### src/rtl/rmap_pkg.sv
package rmap_pkg;
    localparam int ARCH_REGS = 16;
    localparam int PHYS_REGS = 48;
endpackage

### src/rtl/rmap_free_pick.sv
module rmap_free_pick #(
    parameter int N  = 48,
    parameter int IW = $clog2(N)
) (
    input  logic [N-1:0]  vec,
    output logic          found,
    output logic [IW-1:0] idx
);
    always_comb begin
        found = 1'b0;
        idx   = '0;
        for (int i = N - 1; i >= 0; i--) begin
            if (vec[i]) begin
                found = 1'b1;
                idx   = IW'(i);
            end
        end
    end
endmodule

### src/rtl/rmap_used_mask.sv
module rmap_used_mask #(
    parameter int NA = 16,
    parameter int NP = 48,
    parameter int PW = $clog2(NP)
) (
    input  logic [NA-1:0][PW-1:0] map,
    output logic [NP-1:0]         used
);
    for (genvar p = 0; p < NP; p++) begin : g_phys
        always_comb begin
            used[p] = 1'b0;
            for (int a = 0; a < NA; a++) begin
                if (map[a] == PW'(p)) used[p] = 1'b1;
            end
        end
    end
endmodule

### src/rtl/rmap_rename.sv
module rmap_rename
    import rmap_pkg::*;
#(
    parameter int NA = ARCH_REGS,
    parameter int NP = PHYS_REGS,
    localparam int AW = $clog2(NA),
    localparam int PW = $clog2(NP)
) (
    input  logic          clk,
    input  logic          rst_n,
    input  logic          iss_valid,
    input  logic [AW-1:0] iss_src1,
    input  logic [AW-1:0] iss_src2,
    input  logic [AW-1:0] iss_dst,
    output logic          iss_ready,
    output logic [PW-1:0] iss_psrc1,
    output logic [PW-1:0] iss_psrc2,
    output logic [PW-1:0] iss_pdst,
    output logic [PW-1:0] iss_pold,
    input  logic          cmt_valid,
    input  logic [AW-1:0] cmt_dst,
    input  logic [PW-1:0] cmt_pdst,
    input  logic          rec_valid
);
    typedef struct packed {
        logic [NA-1:0][PW-1:0] spec;
        logic [NA-1:0][PW-1:0] cmt;
        logic [NP-1:0]         free;
    } state_t;

    state_t state_q, state_d;

    logic          pick_found;
    logic [PW-1:0] pick_idx;
    logic [NP-1:0] cmt_used;
    logic          dst_live, iss_fire, cmt_live;
    logic [PW-1:0] cmt_old;
    logic [NP-1:0] free_rec;

    rmap_free_pick #(.N(NP), .IW(PW)) u_pick (
        .vec   (state_q.free),
        .found (pick_found),
        .idx   (pick_idx)
    );

    rmap_used_mask #(.NA(NA), .NP(NP), .PW(PW)) u_used (
        .map  (state_q.cmt),
        .used (cmt_used)
    );

    assign dst_live  = (iss_dst != '0);
    assign iss_ready = !rec_valid && (!dst_live || pick_found);
    assign iss_fire  = iss_valid && iss_ready;
    assign iss_psrc1 = state_q.spec[iss_src1];
    assign iss_psrc2 = state_q.spec[iss_src2];
    assign iss_pold  = state_q.spec[iss_dst];
    assign iss_pdst  = dst_live ? pick_idx : '0;
    assign cmt_live  = cmt_valid && (cmt_dst != '0);
    assign cmt_old   = state_q.cmt[cmt_dst];

    always_comb begin
        state_d  = state_q;
        free_rec = ~cmt_used;
        if (iss_fire && dst_live) begin
            state_d.free[pick_idx] = 1'b0;
            state_d.spec[iss_dst]  = pick_idx;
        end
        if (cmt_live) begin
            state_d.free[cmt_old]  = 1'b1;
            state_d.cmt[cmt_dst]   = cmt_pdst;
            free_rec[cmt_old]      = 1'b1;
            free_rec[cmt_pdst]     = 1'b0;
        end
        if (rec_valid) begin
            state_d.spec = state_d.cmt;
            state_d.free = free_rec;
        end
    end

    always_ff @(posedge clk) begin
        if (!rst_n) begin
            for (int i = 0; i < NA; i++) begin
                state_q.spec[i] <= PW'(i);
                state_q.cmt[i]  <= PW'(i);
            end
            for (int p = 0; p < NP; p++) begin
                state_q.free[p] <= (p >= NA);
            end
        end else begin
            state_q <= state_d;
        end
    end
endmodule

### config.mk
export PLATFORM = sky130hd
export DESIGN_NAME = rmap_rename
export DESIGN_NICKNAME = d
export VERILOG_FILES = /design/src/rtl/rmap_pkg.sv /design/src/rtl/rmap_free_pick.sv /design/src/rtl/rmap_used_mask.sv /design/src/rtl/rmap_rename.sv
export SDC_FILE = /design/constraint.sdc
export NUM_CORES = 1
export LEC_CHECK = 0
export BUFFER_PORTS_ARGS = -buffer_cell sky130_fd_sc_hd__buf_2
export CAP_MARGIN = 20
export CELL_PAD_IN_SITES_DETAIL_PLACEMENT = 0
export CELL_PAD_IN_SITES_GLOBAL_PLACEMENT = 1
export CORE_ASPECT_RATIO = 0.7
export CORE_MARGIN = 2
export CORE_UTILIZATION = 45
export DETAILED_ROUTE_END_ITERATION = 10
export GPL_TIMING_DRIVEN = 0
export PLACE_DENSITY_LB_ADDON = 0.3
export SLEW_MARGIN = 30
export SYNTH_ARGS = -nofsm -noshare
export SYNTH_HDL_FRONTEND = slang
export SYNTH_HIERARCHICAL = 1
export SYNTH_SLANG_ARGS = --single-unit
### constraint.sdc
create_clock -name clk -period 3.1 [get_ports clk]
set_clock_uncertainty 0.1 [all_clocks]
set_input_delay 0.31 -clock clk [delete_from_list [all_inputs] [get_ports clk]]
set_output_delay 0.31 -clock clk [all_outputs]
set_load 0.03 [all_outputs]
Yosys cells after proc, flatten, opt, wreduce, memory -nomap -nowiden
Index checks and enable logic that the tools add are counted.

storage, ports and cells
  memory bits (read-only) = 0
  word-level logic and storage cells = 1726
  bits in latches = 0
  RAM bits = 0
  bits of input ports = 27
  flip-flop bits (word level) = 240
  memories = 0
  output and inout port bits = 25

operators by class
  add/sub/neg operators = 0
  shift operators = 0
  magnitude comparators = 12
  divide/modulo/power cells = 0
  multiplexer cells = 891
  reductions and logical operators = 31
  bitwise logic cells = 7
  equality and inequality tests = 752
  $mul = 0

operators by type and width
  cell                                                                                  number
  6-bit by 5-bit == test with 1-bit output (second input constant)                      256
  6-bit == test (second input constant)                                                 256
  1-bit two-way mux                                                                     819
  6-bit by 4-bit == test with 1-bit output (second input constant)                      128
  6-bit by 3-bit == test with 1-bit output (second input constant)                      64
  6-bit two-way mux                                                                     55
  96-bit bitwise mux                                                                    2
  6-bit by 2-bit == test with 1-bit output (second input constant)                      32
  96-bit two-way mux                                                                    2
  144-bit two-way mux                                                                   1
  48-bit two-way mux                                                                    3
  48-bit NOT                                                                            3
  48-bit AND                                                                            2
  6-bit binary-select mux with 4-bit select                                             4
  6-bit by 1-bit == test with 1-bit output (second input constant)                      16
  6-bit zero test                                                                       16
  48-bit bitwise OR                                                                     2
  6-bit demux with 4-bit select                                                         2
  6-bit by 7-bit < comparator with 1-bit output (second input constant)                 3
  4-bit by 5-bit < comparator with 1-bit output (second input constant)                 4
  1-bit demux with 6-bit select                                                         3
  6-bit by 1-bit greater-or-equal comparator with 1-bit output (second input constant)  3
  1-bit logical AND                                                                     9
  4-bit by 1-bit greater-or-equal comparator with 1-bit output (second input constant)  2
  other kinds (4)                                                                       6

Logic depth before layout (Yosys ltp)
  depth after elaboration = 58
  mapped depth = 12
  mapped depth without buffers = 10

Cells and area by module
Netlist, hierarchy kept.

modules (own cells, without submodules)
  module          instances  cells an instance  area an instance (µm²)  seq. area each (µm²)
  rmap_rename     1          1421               14557.7                 4804.6
  rmap_used_mask  1          1008               6396.1                  0.0
  rmap_free_pick  1          108                630.6                   0.0

Worst setup path after synthesis
No wires, ideal clock.

  path type = register to register
  from = register state_q[31] in the netlist's numbering
  to = register state_q[1] in the netlist's numbering
  data required time = 2.859 ns
  stages on the path, launching flop included = 12
  setup time = 0.141 ns
  period minus slack after synthesis = 2.884 ns
  path buffers = 1
  arrival time = 2.643 ns
  path slack = 0.216 ns
  path through = dfxtp_1 > or4_1 > o21ai_0 > a31oi_1 > o21ai_0 > a31oi_1 > or2_2 > clkbuf_1 > nor4_1 > a21oi_1 > o21bai_1 > o41ai_2

between the ends
  longest elaborated chain between the ends = 42
  elaborated cells on any way between the ends = 79
  classes of those cells = order compare: 2; mux: 69; bitwise: 3; reduce/logical: 5

RTL lines
  element                                                                                                                                                     line                  source
  from (decl)                                                                                                                                                 rmap_rename.sv:31     state_t state_q, state_d;
  from (signal assigned)                                                                                                                                      rmap_rename.sv:90     state_q <= state_d;
  6-bit two-way mux (*) (32 in series)                                                                                                                        rmap_free_pick.sv:13  if (vec[i]) begin
  via pick_idx[2]                                                                                                                                             rmap_rename.sv:34     logic [PW-1:0] pick_idx;
  6-bit by 7-bit < comparator with 1-bit output (implied by the code) / 6-bit by 1-bit greater-or-equal comparator with 1-bit output (equally long branches)  rmap_rename.sv:65     state_d.free[pick_idx] = 1'b0;
  1-bit logical AND (implied by the code)                                                                                                                     rmap_rename.sv:65
  1-bit two-way mux (implied by the code)                                                                                                                     rmap_rename.sv:65
  1-bit demux with 6-bit select (*)                                                                                                                           rmap_rename.sv:65
  48-bit NOT (no source line) (*)                                                                                                                             n/a
  48-bit AND (no source line) (*)                                                                                                                             n/a
  48-bit two-way mux (*)                                                                                                                                      rmap_rename.sv:64     if (iss_fire && dst_live) begin
  48-bit bitwise OR (no source line)                                                                                                                          n/a
  144-bit two-way mux (*)                                                                                                                                     rmap_rename.sv:68     if (cmt_live) begin
  48-bit two-way mux (*)                                                                                                                                      rmap_rename.sv:74     if (rec_valid) begin

Mark *: on every way through the listed nets, which the timed path passes. The rest lies on a longest branch.
A chain may end at the register's enable or synchronous reset.

Worst setup path in the final report
  from = register state_q[133] in the netlist's numbering
  to = register state_q[28] in the netlist's numbering

between the ends
  elaborated cells on any way between the ends = 17
  classes of those cells = order compare: 2; eq/ne: 1; mux: 9; bitwise: 4; reduce/logical: 1

RTL lines
  element                                       line                  source
  6-bit by 5-bit == test with 1-bit output (*)  rmap_used_mask.sv:13  if (map[a] == PW'(p)) used[p] = 1'b1;
  1-bit two-way mux (*) (2 in series)           rmap_used_mask.sv:13
  via cmt_used[28]                              rmap_rename.sv:35     logic [NP-1:0] cmt_used;
  48-bit NOT (*)                                rmap_rename.sv:63     free_rec = ~cmt_used;
  48-bit bitwise OR (no source line)            n/a
  48-bit AND (no source line)                   n/a
  48-bit two-way mux (*)                        rmap_rename.sv:68
  48-bit two-way mux (*)                        rmap_rename.sv:74

Mark *: on every way through the listed nets, which the timed path passes. The rest lies on a longest branch. The select of a mux whose other input is x is not followed.

==> impl_metrics.tcl <==
set metrics [dict create \
    status "complete, but fails checks" \
    violations "setup timing" \
    area_growth_pct 13.4 \
    via_per_inst 7.99 \
    cp.required_ns 3.44 \
    preCtsSetupSlack_ns -1.03 \
    initial_core_util_pct 45.3 \
    use_met2_pct 63.2 \
    drive_above_1_share_pct 20.1 \
    largestRegisters "state_q x240" \
    clock_latency_ns 0.55 \
    dieHeight_um 187 \
    wl_per_cell_um 40.1 \
    gp_congestion 1.31 \
    met1_usage_pct 67.4 \
    regMostFlops "state_q" \
    finalWorstSetupSlack_ns -0.220 \
    fp.dieW_um 266 \
    rsz0062_at_grt "yes" \
    grt_max_degree 17 \
    crit_type "reg2reg" \
    rr_startpoint "state_q[133]" \
    fin_area_um2 24500 \
    synth_top_area_cell "dfxtp_1" \
    drv_cap 0 \
    io_buffers 39 \
    min_path_type "in2reg" \
    fin_crit_ns 3.32 \
    cts_root_buf "clkbuf_16" \
    synthFlopType "dfxtp_1" \
    drt_iter0_drc 5592 \
    first_global_vias 23100 \
    cp_max_fo 10 \
    synthMostInstantiatedCell "o22ai_1" \
    hold_buffers 0 \
    hold_end "state_q[226]" \
    cts_buffer_depth 3 \
    slew_headroom_pct 18.9 \
    detail-route-antenna-nets 0 \
    largest_reg_flops 240 \
    drt_pass1_iterations 11 \
    grt_pass1_wl_um 179000 \
    end_kind "register" \
    gr-total-overflow 0 \
    drcViolationCount 0 \
    postSynthCellCount 2537 \
    cts_inserted_buffers 22 \
    synth-edff-count 0 \
    clk_pin_slew_ns 0.08 \
    regToRegSetupSlack_ns -0.22 \
    core_um2 47600 \
    min_from "iss_dst[1]" \
    fin_nets 2666 \
    via_count 26300 \
    synth_common_cells "o22ai_1, nor2_1, dfxtp_1" \
    syn-cell-area_um2 21600 \
    slew_violations 0 \
    synth_area_leaders "dfxtp_1, mux4_2, o22ai_1, mux2i_1, nor2_1" \
    ys_ff_latch 240 \
    grtUsageTotal_pct 50.8 \
    worst_pin_slew_ns 1.22 \
    syn_area_per_cell_um2 8.51 \
    antenna_found_initial 21 \
    dp_hpwl_um 105000 \
    synthArstFlopShare_pct 0 \
    hold_path_depth 4 \
    yosysSeqAreaShare_pct 22.3 \
    yosysWarnings 6 \
    rows 67 \
    arrival_ns 3.66 \
    leakagePower_nw 8.35 \
    setup.worst_path.start "state_q[133]" \
    max_freq_ghz 0.301 \
    busiest_layer "met1" \
    clock_sinks 240 \
    worst_ir_drop_vdd_uv 378 \
    post-route-period-util_pct 107 \
    power_density_nw_per_um2 353 \
    place_area_um2 22600 \
    die-area_um2 49800 \
    start_kind "register" \
    reg2reg_to "state_q[28]" \
    yosys.cell_types.count 89 \
    wl_um 132000 \
    post-synth-top-area-fraction_pct 22.3 \
    io_pins 52 \
    power_mw 8.63 \
    setup_violations 32 \
    cts_tree "yes" \
    final_hold_viol_count 0 \
    reg2regPathDepth 9 \
    synth_nets 2564 \
    htree_num_levels 1 \
    use_met3_pct 34.0 \
]
[how the worst max path moves through the flow]
stage / to / slack, ns
floorplan: state_q[1] / 0.22
global placement: state_q[23] / -1.42
detailed placement: state_q[23] / -1.03
CTS: iss_pdst[4] / -0.09
global route: iss_pdst[0] / -0.15
finish: state_q[28] / -0.22
[timing repair]
item | 4_1_cts | 5_1_grt
endpoints found under the setup margin | 134 | 125
buffers inserted | 18 | 23
pin swaps | 13 | 24
gates resized for setup | 98 | 130
[where the power goes]
part           switching, mW  internal, mW  total, mW
clock                   1.37          1.65       3.03
combinational           1.51         0.836       2.34
sequential             0.118          3.15       3.26
total                   3.00          5.64       8.63
[layout by cell type, fill, tap and decap left out, types with 33 or more instances in the layout]
cell type	Yosys	layout
o22ai_1	385	384
nor2_1	264	255
dfxtp_1	240	226
nand2_1	218	216
mux2i_1	173	173
clkbuf_1	164	127
mux4_2	112	112
buf_2	51	89
nand4_1	68	68
nor2b_1	65	64
or4b_1	58	58
or4bb_1	53	53
buf_4	13	51
o21ai_0	52	48
nand2b_1	46	45
mux2_2	34	34
nand4b_1	33	33
[critical path, cell delays in order, from the launching register on]
cell and delay [ns]:
dfxtp_1 0.49, or2_2 0.21, clkbuf_1 0.79, o22ai_1 0.22, nor2_1 0.32, nand4_1 0.32
nand2_1 0.29, o221ai_1 0.19, o21a_1 0.21, o31ai_1 0.06
[per-stage QoR]
stage	hold slack, ns	util [%]	TNS [ns]	std cells
CTS	0.271	50.3	-0.284	3254
global route	0.314	51.3	-1.96	3279
finish	0.309	51.4	-2.73	3291
global placement	0.441	47.4	-54.73	3197
detailed placement	0.459	47.5	-52.09	3198
floorplan	0.391	-	0	2537
[logic make-up (layout without fill, tap and decap cells)]
family                 after synthesis  after routing  share of synthesized area [%]
other                                0             15                              0
and+or+nand+nor                   1042           1042                           28.9
buffers and inverters              279            397                           6.01
AOI/OAI and AO/OA                  651            651                           20.9
muxes                              325            325                           21.9
DFF                                240            240                           22.3
[metal layers]
metal | routed length, um | up-vias
met5 | 982 | -
li1 | - | 10200
met1 | 50500 | 12900
met3 | 26800 | 489
met4 | 6860 | 32
met2 | 46600 | 2677
[final cells by class]
type | instances | area (um2)
Inverter | 14 | 52.6
Clock buffer | 30 | 611
Buffer | 261 | 1460
Timing Repair Buffer | 82 | 607
Antenna cell | 15 | 37.5
Tap cell | 621 | 777
Sequential cell | 240 | 4830
Multi-Input combinational cell | 2018 | 16000
Clock inverter | 10 | 150
Fill cell | 4451 | 23100
(Power assumes the default switching activity.)
